===== config.mk =====
export PLATFORM = sky130hd
export DESIGN_NAME = cache_profiler
export DESIGN_NICKNAME = d
export VERILOG_FILES = /design/src/rtl/cache_prof_pkg.sv /design/src/rtl/cache_prof_satcnt.sv /design/src/rtl/cache_prof_dp.sv /design/src/rtl/cache_prof_ctrl.sv /design/src/rtl/cache_profiler.sv
export SDC_FILE = /design/constraint.sdc
export NUM_CORES = 1
export LEC_CHECK = 0
export CAP_MARGIN = 10
export CORE_MARGIN = 5
export CORE_UTILIZATION = 59
export CTS_CLUSTER_SIZE = 24
export DETAILED_ROUTE_END_ITERATION = 10
export HOLD_SLACK_MARGIN = 0.06
export PLACE_DENSITY = 0.78
export REMOVE_ABC_BUFFERS = 1
export SLEW_MARGIN = 20
export SYNTH_ARGS = -nofsm -noshare
export SYNTH_HDL_FRONTEND = slang
export SYNTH_SLANG_ARGS = --single-unit

===== constraint.sdc =====
create_clock -name clk -period 11.3 [get_ports clk]
set_input_delay 2.26 -clock clk [delete_from_list [all_inputs] [get_ports clk]]
set_output_delay 2.26 -clock clk [all_outputs]
set_load 0.02 [all_outputs]

===== src/rtl/cache_prof_pkg.sv =====
package cache_prof_pkg;

  typedef enum logic [1:0] {
    OP_FETCH  = 2'd0,
    OP_LOAD   = 2'd1,
    OP_STORE  = 2'd2,
    OP_MODIFY = 2'd3
  } refOp_e;

  typedef enum logic [1:0] {
    RES_SKIP  = 2'd0,
    RES_HIT   = 2'd1,
    RES_MISS  = 2'd2,
    RES_EVICT = 2'd3
  } result_e;

  // strobes from control to datapath for the reference in the lookup stage
  typedef struct packed {
    logic touch;     // refresh stamp of the matching line
    logic fill;      // write tag into the chosen victim way
    logic hitOne;    // hit total +1
    logic hitTwo;    // hit total +2
    logic bumpMiss;  // miss total +1
    logic bumpEvict; // eviction total +1
  } ctrlStrobe_t;

endpackage


===== src/rtl/cache_prof_satcnt.sv =====
module cache_prof_satcnt #(
  parameter int CNT_W = 32
) (
  input  logic             clk,
  input  logic             rst,
  input  logic             incOne,
  input  logic             incTwo,
  output logic [CNT_W-1:0] count
);
  localparam logic [CNT_W-1:0] CNT_MAX = '1;

  logic [CNT_W:0] step;
  logic [CNT_W:0] sum;

  always_comb begin
    if (incTwo)      step = (CNT_W+1)'(2);
    else if (incOne) step = (CNT_W+1)'(1);
    else             step = '0;
    sum = {1'b0, count} + step;
  end

  always_ff @(posedge clk) begin
    if (rst)           count <= '0;
    else if (sum[CNT_W]) count <= CNT_MAX;
    else               count <= sum[CNT_W-1:0];
  end
endmodule


===== src/rtl/cache_prof_dp.sv =====
module cache_prof_dp
  import cache_prof_pkg::*;
#(
  parameter int SET_BITS = 2,
  parameter int OFF_BITS = 4,
  parameter int WAYS     = 2,
  parameter int CNT_W    = 32,
  parameter int STAMP_W  = 32
) (
  input  logic             clk,
  input  logic             rst,
  input  logic             accept,
  input  logic [1:0]       inOp,
  input  logic [63:0]      inAddr,
  input  ctrlStrobe_t      strobe,
  output logic             reqValid,
  output logic [1:0]       reqOp,
  output logic             hitAny,
  output logic             emptyAny,
  output logic [CNT_W-1:0] hitCount,
  output logic [CNT_W-1:0] missCount,
  output logic [CNT_W-1:0] evictCount
);
  localparam int SETS  = 1 << SET_BITS;
  localparam int TAG_W = 64 - SET_BITS - OFF_BITS;
  localparam int WAY_W = (WAYS > 1) ? $clog2(WAYS) : 1;

  logic [SET_BITS-1:0] reqIdx;
  logic [TAG_W-1:0]    reqTag;
  logic [STAMP_W-1:0]  reqStamp;
  logic [STAMP_W-1:0]  refCount;
  logic                offsetUnused;

  assign offsetUnused = ^inAddr[OFF_BITS-1:0];

  // request register: first pipeline stage
  always_ff @(posedge clk) begin
    if (rst) begin
      reqValid <= 1'b0;
      reqOp    <= '0;
      reqIdx   <= '0;
      reqTag   <= '0;
      reqStamp <= '0;
      refCount <= '0;
    end else begin
      reqValid <= accept;
      if (accept) begin
        reqOp    <= inOp;
        reqIdx   <= inAddr[OFF_BITS +: SET_BITS];
        reqTag   <= inAddr[63 -: TAG_W];
        reqStamp <= refCount;
        refCount <= refCount + 1'b1;
      end
    end
  end

  // tag store
  logic               lineValid [SETS][WAYS];
  logic [TAG_W-1:0]   lineTag   [SETS][WAYS];
  logic [STAMP_W-1:0] lineStamp [SETS][WAYS];

  logic [WAYS-1:0] matchVec;
  logic [WAYS-1:0] freeVec;

  for (genvar w = 0; w < WAYS; w++) begin : g_way
    assign matchVec[w] = lineValid[reqIdx][w] && (lineTag[reqIdx][w] == reqTag);
    assign freeVec[w]  = !lineValid[reqIdx][w];
  end

  assign hitAny   = |matchVec;
  assign emptyAny = |freeVec;

  logic [WAY_W-1:0]   hitWay;
  logic [WAY_W-1:0]   victimWay;
  logic               hitSeen;
  logic               freeSeen;
  logic [STAMP_W-1:0] bestStamp;

  always_comb begin
    hitWay  = '0;
    hitSeen = 1'b0;
    for (int w = 0; w < WAYS; w++) begin
      if (!hitSeen && matchVec[w]) begin
        hitWay  = WAY_W'(w);
        hitSeen = 1'b1;
      end
    end
  end

  // victim: lowest free way, else smallest stamp with ties to lowest way
  always_comb begin
    victimWay = '0;
    freeSeen  = 1'b0;
    bestStamp = lineStamp[reqIdx][0];
    for (int w = 0; w < WAYS; w++) begin
      if (!freeSeen && freeVec[w]) begin
        victimWay = WAY_W'(w);
        freeSeen  = 1'b1;
      end
    end
    if (!freeSeen) begin
      for (int w = 1; w < WAYS; w++) begin
        if (lineStamp[reqIdx][w] < bestStamp) begin
          bestStamp = lineStamp[reqIdx][w];
          victimWay = WAY_W'(w);
        end
      end
    end
  end

  always_ff @(posedge clk) begin
    if (rst) begin
      for (int s = 0; s < SETS; s++) begin
        for (int w = 0; w < WAYS; w++) begin
          lineValid[s][w] <= 1'b0;
          lineTag[s][w]   <= '0;
          lineStamp[s][w] <= '0;
        end
      end
    end else begin
      if (strobe.touch) lineStamp[reqIdx][hitWay] <= reqStamp;
      if (strobe.fill) begin
        lineValid[reqIdx][victimWay] <= 1'b1;
        lineTag[reqIdx][victimWay]   <= reqTag;
        lineStamp[reqIdx][victimWay] <= reqStamp;
      end
    end
  end

  cache_prof_satcnt #(.CNT_W(CNT_W)) u_hitCnt (
    .clk(clk), .rst(rst), .incOne(strobe.hitOne), .incTwo(strobe.hitTwo), .count(hitCount)
  );
  cache_prof_satcnt #(.CNT_W(CNT_W)) u_missCnt (
    .clk(clk), .rst(rst), .incOne(strobe.bumpMiss), .incTwo(1'b0), .count(missCount)
  );
  cache_prof_satcnt #(.CNT_W(CNT_W)) u_evictCnt (
    .clk(clk), .rst(rst), .incOne(strobe.bumpEvict), .incTwo(1'b0), .count(evictCount)
  );
endmodule


===== src/rtl/cache_prof_ctrl.sv =====
module cache_prof_ctrl
  import cache_prof_pkg::*;
(
  input  logic        clk,
  input  logic        rst,
  input  logic        reqValid,
  input  logic [1:0]  reqOp,
  input  logic        hitAny,
  input  logic        emptyAny,
  output ctrlStrobe_t strobe,
  output logic        outValid,
  output logic [1:0]  outCode,
  output logic        outStoreHit
);
  result_e code;
  logic    isModify;
  logic    storeHit;

  assign isModify = (reqOp == OP_MODIFY);

  always_comb begin
    strobe   = '0;
    code     = RES_SKIP;
    storeHit = 1'b0;
    if (reqValid && reqOp != OP_FETCH) begin
      storeHit = isModify;
      if (hitAny) begin
        code         = RES_HIT;
        strobe.touch = 1'b1;
        if (isModify) strobe.hitTwo = 1'b1;
        else          strobe.hitOne = 1'b1;
      end else begin
        strobe.fill      = 1'b1;
        strobe.bumpMiss  = 1'b1;
        strobe.bumpEvict = !emptyAny;
        strobe.hitOne    = isModify;
        code             = emptyAny ? RES_MISS : RES_EVICT;
      end
    end
  end

  // result register: second pipeline stage
  always_ff @(posedge clk) begin
    if (rst) begin
      outValid    <= 1'b0;
      outCode     <= RES_SKIP;
      outStoreHit <= 1'b0;
    end else begin
      outValid    <= reqValid;
      outCode     <= code;
      outStoreHit <= storeHit;
    end
  end
endmodule


===== src/rtl/cache_profiler.sv =====
module cache_profiler
  import cache_prof_pkg::*;
#(
  parameter int SET_BITS = 2,
  parameter int OFF_BITS = 4,
  parameter int WAYS     = 2,
  parameter int CNT_W    = 32
) (
  input  logic             clk,
  input  logic             rst,
  input  logic             inValid,
  output logic             inReady,
  input  logic [1:0]       inOp,
  input  logic [63:0]      inAddr,
  output logic             outValid,
  output logic [1:0]       outCode,
  output logic             outStoreHit,
  output logic [CNT_W-1:0] hitCount,
  output logic [CNT_W-1:0] missCount,
  output logic [CNT_W-1:0] evictCount
);
  ctrlStrobe_t strobe;
  logic        accept;
  logic        reqValid;
  logic [1:0]  reqOp;
  logic        hitAny;
  logic        emptyAny;

  assign inReady = !rst;
  assign accept  = inValid && inReady;

  cache_prof_dp #(
    .SET_BITS(SET_BITS), .OFF_BITS(OFF_BITS), .WAYS(WAYS), .CNT_W(CNT_W), .STAMP_W(32)
  ) u_dp (
    .clk(clk), .rst(rst), .accept(accept), .inOp(inOp), .inAddr(inAddr),
    .strobe(strobe), .reqValid(reqValid), .reqOp(reqOp),
    .hitAny(hitAny), .emptyAny(emptyAny),
    .hitCount(hitCount), .missCount(missCount), .evictCount(evictCount)
  );

  cache_prof_ctrl u_ctrl (
    .clk(clk), .rst(rst), .reqValid(reqValid), .reqOp(reqOp),
    .hitAny(hitAny), .emptyAny(emptyAny), .strobe(strobe),
    .outValid(outValid), .outCode(outCode), .outStoreHit(outStoreHit)
  );
endmodule


**Word level (Yosys, flattened, before mapping)**

Memories as Yosys holds them, arrays and structs flattened. A register that Yosys moved wholly into a read port is not among the register bits.
Index checks and enable logic that the tools add are counted.

- Register bits: 227
- RAM bits: 728
- Input bits: 69
- Output and inout bits: 101
- Word-level logic and storage cells: 237
- Memories kept: 3

- $add $sub $neg: 4
- Order comparisons: 5
- Eq/ne operators: 3
- Mux-type cells: 121
- Bitwise gates (word level): 67
- Reduce and logical (&&, ||, !) cells: 21

Memories:

| memory | depth | bits a word | read ports | clocked after Yosys merged registers in | write ports | RTL line | RTL |
|---|---|---|---|---|---|---|---|
| u_dp.lineTag | 4 | 116 | 1 | 1 | 4 | cache_prof_dp.sv:59 | `logic [TAG_W-1:0] lineTag [SETS][WAYS];` |
| u_dp.lineStamp | 4 | 64 | 1 | 1 | 4 | cache_prof_dp.sv:60 | `logic [STAMP_W-1:0] lineStamp [SETS][WAYS];` |
| u_dp.lineValid | 4 | 2 | 1 | 1 | 4 | cache_prof_dp.sv:58 | `logic lineValid [SETS][WAYS];` |

Operator list:

| operator | number |
|---|---|
| $mux 116 | 3 |
| $mux 64 | 4 |
| $mux 32 | 5 |
| $eq 58x58->1 | 2 |
| $reduce_or 116->1 | 1 |
| $mux 1 | 89 |
| $add 32x1->33 | 2 |
| $demux 32 s1 | 2 |
| $or 1x1->1 | 64 |
| $reduce_or 64->1 | 1 |
| $demux 58 s1 | 1 |
| $mux 58 | 1 |
| $add 32x2->33 | 1 |
| $add 32x1->32 const B | 1 |
| $lt 32x32->1 | 1 |
| $mux 2 | 14 |
| $logic_and 1x1->1 | 8 |
| $reduce_or 2->1 | 4 |
| $mux 6 | 1 |
| $logic_not 1->1 | 5 |
| $ge 2x2->1 const B | 2 |
| $lt 2x1->1 const B | 2 |
| $not 1->2 | 2 |
| $reduce_or 4->1 | 1 |
| 4 further kinds | 4 |

**Depth between registers and ports, before layout**

Gate-level depths: netlist of run 1.

- Depth in word-level cells: 15
- Depth in mapped cells: 28
- Gate-level depth less buffers: 21

**Hierarchy**

Synthesis of run 1 repeated with hierarchy kept, for this count alone.

- Cell total of the unflattened synthesis: 3780
- Area, all modules: 46614.7 sq um

By module, submodules not included:

| module | times used | cells an instance | area an instance (sq um) | seq. area each (sq um) |
|---|---|---|---|---|
| cache_prof_dp | 1 | 3178 | 41403.5 | 24363.4 |
| cache_prof_satcnt (u_dp.u_hitCnt ...) | 2 | 201 | 1709.1 | 640.6 |
| cache_prof_satcnt (u_dp.u_evictCnt) | 1 | 176 | 1601.5 | 640.6 |
| cache_prof_ctrl | 1 | 22 | 181.4 | 80.1 |
| cache_profiler | 1 | 2 | 10.0 | 0.0 |

**Worst setup path before layout of run 1**

Ideal clock, no wire load.

- Kind: register -> register
- Start: register with a tool-made name
- End: memory u_dp.lineTag[1][0] (netlist name), enable pin
- Setup time: 0.419 ns
- Arrival time: 6.877 ns
- Data required time: 10.881 ns
- Slack: 4.004 ns
- Cell stages (with the launch flop): 22
- Path buffers: 11
- Clock period less this slack: 7.296 ns
- Cell sequence: dfxtp_1 -> buf_4 -> buf_4 -> buf_4 -> buf_4 -> buf_2 -> buf_4 -> buf_2 -> buf_2 -> buf_1 -> buf_2 -> mux4_2 -> ha_1 -> and3_1 -> a221o_1 -> a221oi_1 -> o31a_1 -> a2bb2oi_2 -> nand2_1 -> nor4b_2 -> clkbuf_1 -> or2_1

RTL lines:

| element | RTL line |
|---|---|
| to (decl) | cache_prof_dp.sv:59 |

==> flow_results.org, run 1 <==
** Final layout
- At the end of the flow the core is filled with cells to 66.96%.
- The area growth from synthesis to layout is 12.87%.
- The final layout contains 3662 nets.
- Final standard cell count with taps included and fillers excluded :: 4602
- Layout fillers :: 5314
- Cells with a size suffix above 1 make up 11.10% of the layout.

** Die
- Chip Height :: 283.4 um
- Once the floorplan was initialized, standard cells occupied 59.32% of the core.
- Area enclosed by the die boundary :: 80290 um2
- Core area :: 74320 um2
- The die is 283.4 um wide.
- Count of pins on the block boundary :: 170
- Cell row count :: 100

** Clocking
- After clock tree synthesis, the setup repair step added 0 buffers.
- Counting along the longest clock path gives a buffer depth of 3.
- Hold buffers post-CTS :: 0
- Counting the buffers created by CTS gives 95.
- Clock latency at the later pin of the worst-skew pair :: 650 ps
- CTS placed an instance of clkbuf_16 at the clock tree root.
- TritonCTS Sinks :: 957
- After clock tree synthesis, the clock-pin slew on the worst setup and hold paths is 70 ps.
- TritonCTS built the clock tree.
- Number of H-tree levels :: 3
- Once the clock tree was built, the resizer swapped 0 gates to a different size.

** Yosys
- In this run, synthesis inferred 720 flip-flops with an integrated enable.
- Post-synthesis cell area :: 44090 um2
- During synthesis, Yosys emitted a total of 0 warnings.
- By count the netlist is led by edfxtp_1, and2_1, nor2_1, dfxtp_1, mux2i_1.
- Sequential element share of the synthesized area :: 59.80%
- Synthesis handed over a netlist of 3478 instances.
- Leading post-synthesis cells by cell area :: edfxtp_1, dfxtp_1, mux4_2, and2_1, mux2i_1
- Fraction of registers with async set or reset after synthesis :: 0%
- After synthesis the netlist holds a flip-flop and latch count of 957.
- A synthesized cell averages 12.68 um2.
- Cell type contributing the most total cell area after synthesis :: edfxtp_1
- Number of distinct library cell variants in the gate-level netlist after synthesis :: 80
- Most used standard cell by instance count after synthesis :: edfxtp_1
- Predominant post-synthesis flop cell :: edfxtp_1
- In this run the biggest area consumer among cell types represents 49.04% of the synthesized area.

** GRT
- The first global-routing pass estimated 164.1 mm of wire.
- The initial antenna violation count was 1.
- Remaining global-route overflow :: 0
- Pin count of the biggest net entering global routing :: 149
- In the global route stage, overall resource usage came out at 25.87%.
- Vias in the first global route :: 28060

** Place
- In this run the tool buffered the top-level ports with 165 buffer cells.
- The HPWL after detailed placement is 61.76 mm.
- After detailed placement, the design holds a cell count of 4425.
- The congestion estimate from routability-driven global placement came to 0.9570.

** Route
- Number of iterations in the first detailed-routing pass :: 6
- Violation count after the first detailed-routing iteration :: 2908
- Routed via count :: 28040
- Antenna viol nets, final :: 0
- Post-detailed-route via-to-cell ratio :: 6.093
- After detailed routing, the number of remaining DRC violations is 0.
- Routed length per instance :: 23.00 um
- The routed design has 105.8 mm of wire.

** Timing
- Timing would allow up to 124.2 MHz.
- Aggregate negative setup slack :: 0 ps
- Post-layout min period :: 8051 ps
- Setup-failing EPs final :: 0
- Tcrit/Tclk final :: 71.24%
- The hold violation count in the final report is 0.
- The tightest hold path in the finished design has a slack of 457.7 ps.
- Max-slew violation count :: 0
- Post-Route Skew :: 31.54 ps
- In this run the tightest slew margin relative to its limit is 22.34%.
- Transition time of the tightest slew-check pin :: 1149 ps
- Unrepaired setup endpoints after global routing :: no

** Critical path
- Arrival time worst endpoint :: 8610 ps
- Critical Setup Path Class :: flop to flop
- Worst-case register-to-register setup slack :: 3250 ps
- CP Data Required Time :: 11860 ps
- The worst setup path is launched from a flop.
- The worst setup path is captured at a flop.
- Cell depth of the worst flop-to-flop path :: 17
- Along the worst path, the maximum fanout reaches 50.

** Run status
- The flow ran to the end, and the final reports show no timing, DRC or antenna violations.

** Hold path
- The worst hold path belongs to the class flop to flop.
- Along the worst hold path, the cell count comes to 1.

** Pwr
- Power spread over the standard cell area amounts to 158.4 nW/um2.
- The worst-case IR drop observed on VDD is 140.0 uV.
- For this design the static power due to leakage is 17.55 nW.

** Job
- Maximum Capacitance Violations :: 0
## flip-flops by register name, indices dropped and copies added (netlist names), named ones only
signal,count
u_dp.reqTag,58
u_dp.u_evictCnt.count,32
u_ctrl.outValid,1
u_dp.reqStamp,32
u_dp.reqOp,2
u_dp.lineStamp,256
u_dp.reqIdx,2
u_dp.refCount,32
u_dp.u_hitCnt.count,32
u_ctrl.outStoreHit,1
u_dp.lineTag,464
u_dp.reqValid,1
u_dp.lineValid,8
u_dp.u_missCnt.count,32
u_ctrl.outCode,2
## critical path, stage by stage, from the launching register on
cell	delay, ps
dfxtp_4	840
buf_4	710
mux4_2	610
xnor2_1	380
nand4_1	240
or4_1	530
o41ai_1	880
ha_1	300
inv_1	40
or2_2	310
fa_1	430
nor2_1	240
and4_1	340
nand2_1	130
nor3_1	690
nand2_1	820
o21a_1	320
nor2_1	80
## power breakdown
part           internal, mW  switching (mW)  leakage (nW)  total [mW]
logic                 0.235           0.330          6.69       0.565
clock network          2.01            1.35          1.63        3.35
registers              3.89          0.0792          9.23        3.96
total                  6.13            1.76          17.5        7.88
## area by class of cell
type | instances | area (um2) | share of cell area (%)
clock inverter | 46 | 620.6 | 1.247
multi-input combinational | 2174 | 16340 | 32.83
tap | 969 | 1212 | 2.436
sequential | 957 | 26370 | 53.00
inverter | 108 | 405.4 | 0.8146
antenna | 1 | 2.502 | 0.005029
timing repair buffer | 217 | 2097 | 4.214
clock buffer | 130 | 2714 | 5.454
## cells by family after synthesis
family	share of synthesized area [%]
buffers and inverters	3.318
flip-flops	59.80
AO/OA/AOI/OAI	4.271
XOR/XNOR	3.258
adder cells (fa/ha/maj)	1.152
multiplexers	12.40
AND/OR/NAND/NOR	15.80
## final timing paths
| path | startpoint | to |
|---|---|---|
| worst max-delay path | flop | u_dp.u_hitCnt.count[6] |
| worst min-delay path | u_dp.lineValid[1][1] | u_dp.lineValid[1][1] |
| worst max register to register | flop | u_dp.u_hitCnt.count[6] |
| worst min register to register | u_dp.lineValid[1][1] | u_dp.lineValid[1][1] |
## layer usage
layer | global-route usage (%) | routed length [um] | vias up
met5 | 0 | 0 | -
met4 | 9.579 | 4256 | 0
met3 | 3.947 | 7768 | 232
met2 | 44.10 | 52310 | 1205
met1 | 33.97 | 41500 | 13950
li1 | - | - | 12660
## layout by cell type (no fill, tap or decap), types with 48 or more instances in the layout
cell             instances
a21oi_1                111
xnor2_1                 97
and2_1                 475
mux2i_1                202
edfxtp_1               720
nand2_1                105
nor2_1                 432
dfxtp_1                235
nand4_1                 53
xor2_1                  67
mux4_2                 146
nand3_1                 72
clkbuf_16               99
clkdlybuf4s50_1        163
buf_4                   48
inv_1                  107
## metrics by stage
step	worst slack [ps]	cell area [um2]	total power, mW
floorplan	-2235	43030	4.416
global route	2664	49760	8.118
finish	3249	49760	7.881
CTS	3248	49760	7.907
detailed placement	3375	46420	4.594
global placement	3239	46420	4.580
Power figures use the tool's default switching activity.
==> run 2, diff against run 1 <==
Settings changed: CORE_UTILIZATION 59 to 55, PLACE_DENSITY 0.78 to 0.76.
Clock period 11.3 ns to 6.45 ns, I/O delays scaled along.
==> flow_results.org, run 2 (synthesized netlist as in run 1, its figures left out) <==
** Route
- For this block, the via count after detailed routing is 28240.
- DRC viols :: 0
- Antenna viol nets, final :: 0
- Routed length per instance :: 22.94 um
- Post-detailed-route via-to-cell ratio :: 5.970
- Before antenna repair, the detailed router went through 7 iterations.
- Violation count after the first detailed-routing iteration :: 2764
- Sum of routed wire length over all layers :: 108.5 mm

** Final layout
- Growth of design area from synthesis to finish :: 14.01%
- Layout cell share with drive strength beyond 1 :: 11.88%
- Layout fillers :: 5800
- Flip-flop count of the largest register, all copies and words added :: 464
- The library cell used most frequently in the layout, excluding fill and tap cells, is edfxtp_1.
- The final layout contains 3702 nets.
- Final standard cell count with taps included and fillers excluded :: 4730
- Most used cells in the layout excluding fill and tap cells :: edfxtp_1, and2_1, nor2_1
- u_dp.lineTag holds more flip-flops than any other register.
- Layout Cell Area excl Fill :: 50260 um2
- Largest registers ranked by flip-flop count :: u_dp.lineTag x464, u_dp.lineStamp x256, u_dp.reqTag x58

** Place
- Number of placed instances, taps included :: 4542
- Before CTS, the worst setup slack after placement is 499.4 ps.
- Once placement finished, the instance area stood at 46960 um2.
- Count of buffers inserted at the top-level ports :: 165
- The congestion estimate from routability-driven global placement came to 0.9270.
- The HPWL after detailed placement is 66.64 mm.

** Critical path
- Critical Setup Path Class :: flop to flop
- The kind of cell with the highest combined delay along the critical path is simple AND/OR/NAND/NOR gates.
- Library cell appearing most often on the critical path :: buf_4
- STA puts the critical path data required time at 7000 ps.
- Critical Path Max Stage Delay :: 560 ps
- In this run the worst path has a maximum fanout of 15.
- Crit path launch type :: flop
- The critical path goes through buf_4 > mux4_2 > xnor2_1 > nand4_1 > nor2_1 > nor4b_1 > buf_4 > and4b_1 > nand3_1 > o41ai_2 > buf_4 > ha_1 > nor3b_1 > ha_1 > inv_1 > fa_1 > nor2_1 > and4_1 > nand2_1 > nor3_1 > buf_4 > and3_1 > nand3_1 > o211a_1.
- For the worst setup path, the data arrival time is 6510 ps.
- The largest individual stage delay along the critical path comes from the cell mux4_2.
- Kind of capture point of the worst setup path :: flop
- The number of buffers and inverters on the critical path is 5.

** Pwr
- Per report_power, the clock group accounts for 41.8% of the total.
- Gate power share :: 7.4%
- Pwr Total :: 13.69 mW
- In this run the power density over the cells is 272.5 nW/um2.
- Net switching is 23.10% of the power.
- Int Pwr :: 10.53 mW
- NetSw :: 3.164 mW
- Power share of the sequential group :: 50.8%
- Cell leakage power :: 17.77 nW
- Worst ir drop on vdd :: 249.3 uV

** Clocking
- Clock latency at the later pin of the worst-skew pair :: 680 ps
- Clock edge transition at the registers on the reported setup and hold paths :: 60 ps
- TritonCTS Sinks :: 957
- CTS built an H-tree with a depth of 3.
- TritonCTS built the clock tree.
- In this run, CTS created clock tree buffers numbering 99.
- The tree is rooted in a clkbuf_16.
- In this run the deepest clock path goes through 3 buffers.

** Die
- Area enclosed by the die boundary :: 85920 um2
- Cell row count :: 103
- The die is 293.1 um tall.
- Chip Width :: 293.1 um
- Count of pins on the block boundary :: 170
- Core area :: 79260 um2
- Initial core utilization :: 55.63%

** Timing
- Tcrit/Tclk final :: 92.44%
- Setup violations remaining at the end of the flow were counted as 0.
- Setup repair after global routing left no endpoint under its margin.
- Normalized max-slew margin :: 25.22%
- For the pin with the worst max-slew slack, the measured transition is 1122 ps.
- Timing would allow up to 167.7 MHz.
- Worst path setup slack after routing :: 487.9 ps
- The number of pins exceeding their max-slew limit in the final report came to 0.
- Post-layout min period :: 5962 ps
- The hold violation count in the final report was 0.
- Across the routed clock network, the largest skew measured is 28.29 ps.

** Hold path
- Hold path start :: u_dp.lineValid[2][1]
- Class of the tightest hold or removal check :: flop to flop

** GRT
- The via count of the first global-routing pass came to 28160.
- Initial antenna violation count :: 0
- Remaining global-route overflow :: 0
- The first global-routing pass estimated 167.3 mm of wire.
- Entering global routing, the biggest net connects 149 pins.
- Gr usage total :: 24.81%

** Job
- Maximum Capacitance Violations :: 0

** Run status
- Run status :: completed
## run 2: timing repair
item	in CTS	in global routing
setup endpoints to repair	0	1
buffers inserted	0	0
hold buffers	0	0
resized for setup	0	1
endpoints found under the hold margin	0	0
## run 2: power groups by stage
stage | logic, mW | clock network (mW) | registers (mW)
3_3_place_gp | 0.995 | 0 | 7.06
2_1_floorplan | 0.664 | 0 | 7.07
5_1_grt | 1.08 | 6.06 | 6.97
3_5_place_dp | 1.01 | 0 | 7.08
6_report | 1.02 | 5.72 | 6.95
4_1_cts | 1.02 | 5.78 | 6.95
## run 2: metal layers
metal	up-vias	share of wire (%)	GRT usage (%)
met5	-	0	0
met4	0	3.3	7.539
met3	201	7.0	3.673
met2	1184	50	41.91
met1	14110	40	33.72
li1	12740	-	-
## run 2: final timing paths
path / slack (ps) / to / cells after the start
max: 490 / u_dp.u_hitCnt.count[26] / 24
min: 450 / u_dp.lineValid[2][1] / 1
max reg2reg: 490 / u_dp.u_hitCnt.count[26] / 24
min reg2reg: 450 / u_dp.lineValid[2][1] / 1
## run 2: layout make-up
| cell class | instances | area (um2) | share of cell area, % |
|---|---|---|---|
| Sequential cell | 957 | 26370 | 52.47 |
| Multi-Input combinational cell | 2174 | 16340 | 32.50 |
| Clock buffer | 150 | 2944 | 5.857 |
| Timing Repair Buffer | 253 | 2542 | 5.058 |
| Tap cell | 1050 | 1314 | 2.614 |
| Inverter | 108 | 405.4 | 0.8065 |
| Clock inverter | 37 | 346.6 | 0.6895 |
| Antenna cell | 1 | 2.502 | 0.004979 |
## run 2: through the flow
stage	TNS, ps	hold WS, ps	util [%]
after global placement	0	427.4	59.25
after CTS	0	453.0	63.41
after floorplan	-9175730	421.0	-
final	0	452.0	63.42
after global routing	0	469.2	63.41
after detailed placement	0	439.5	59.25
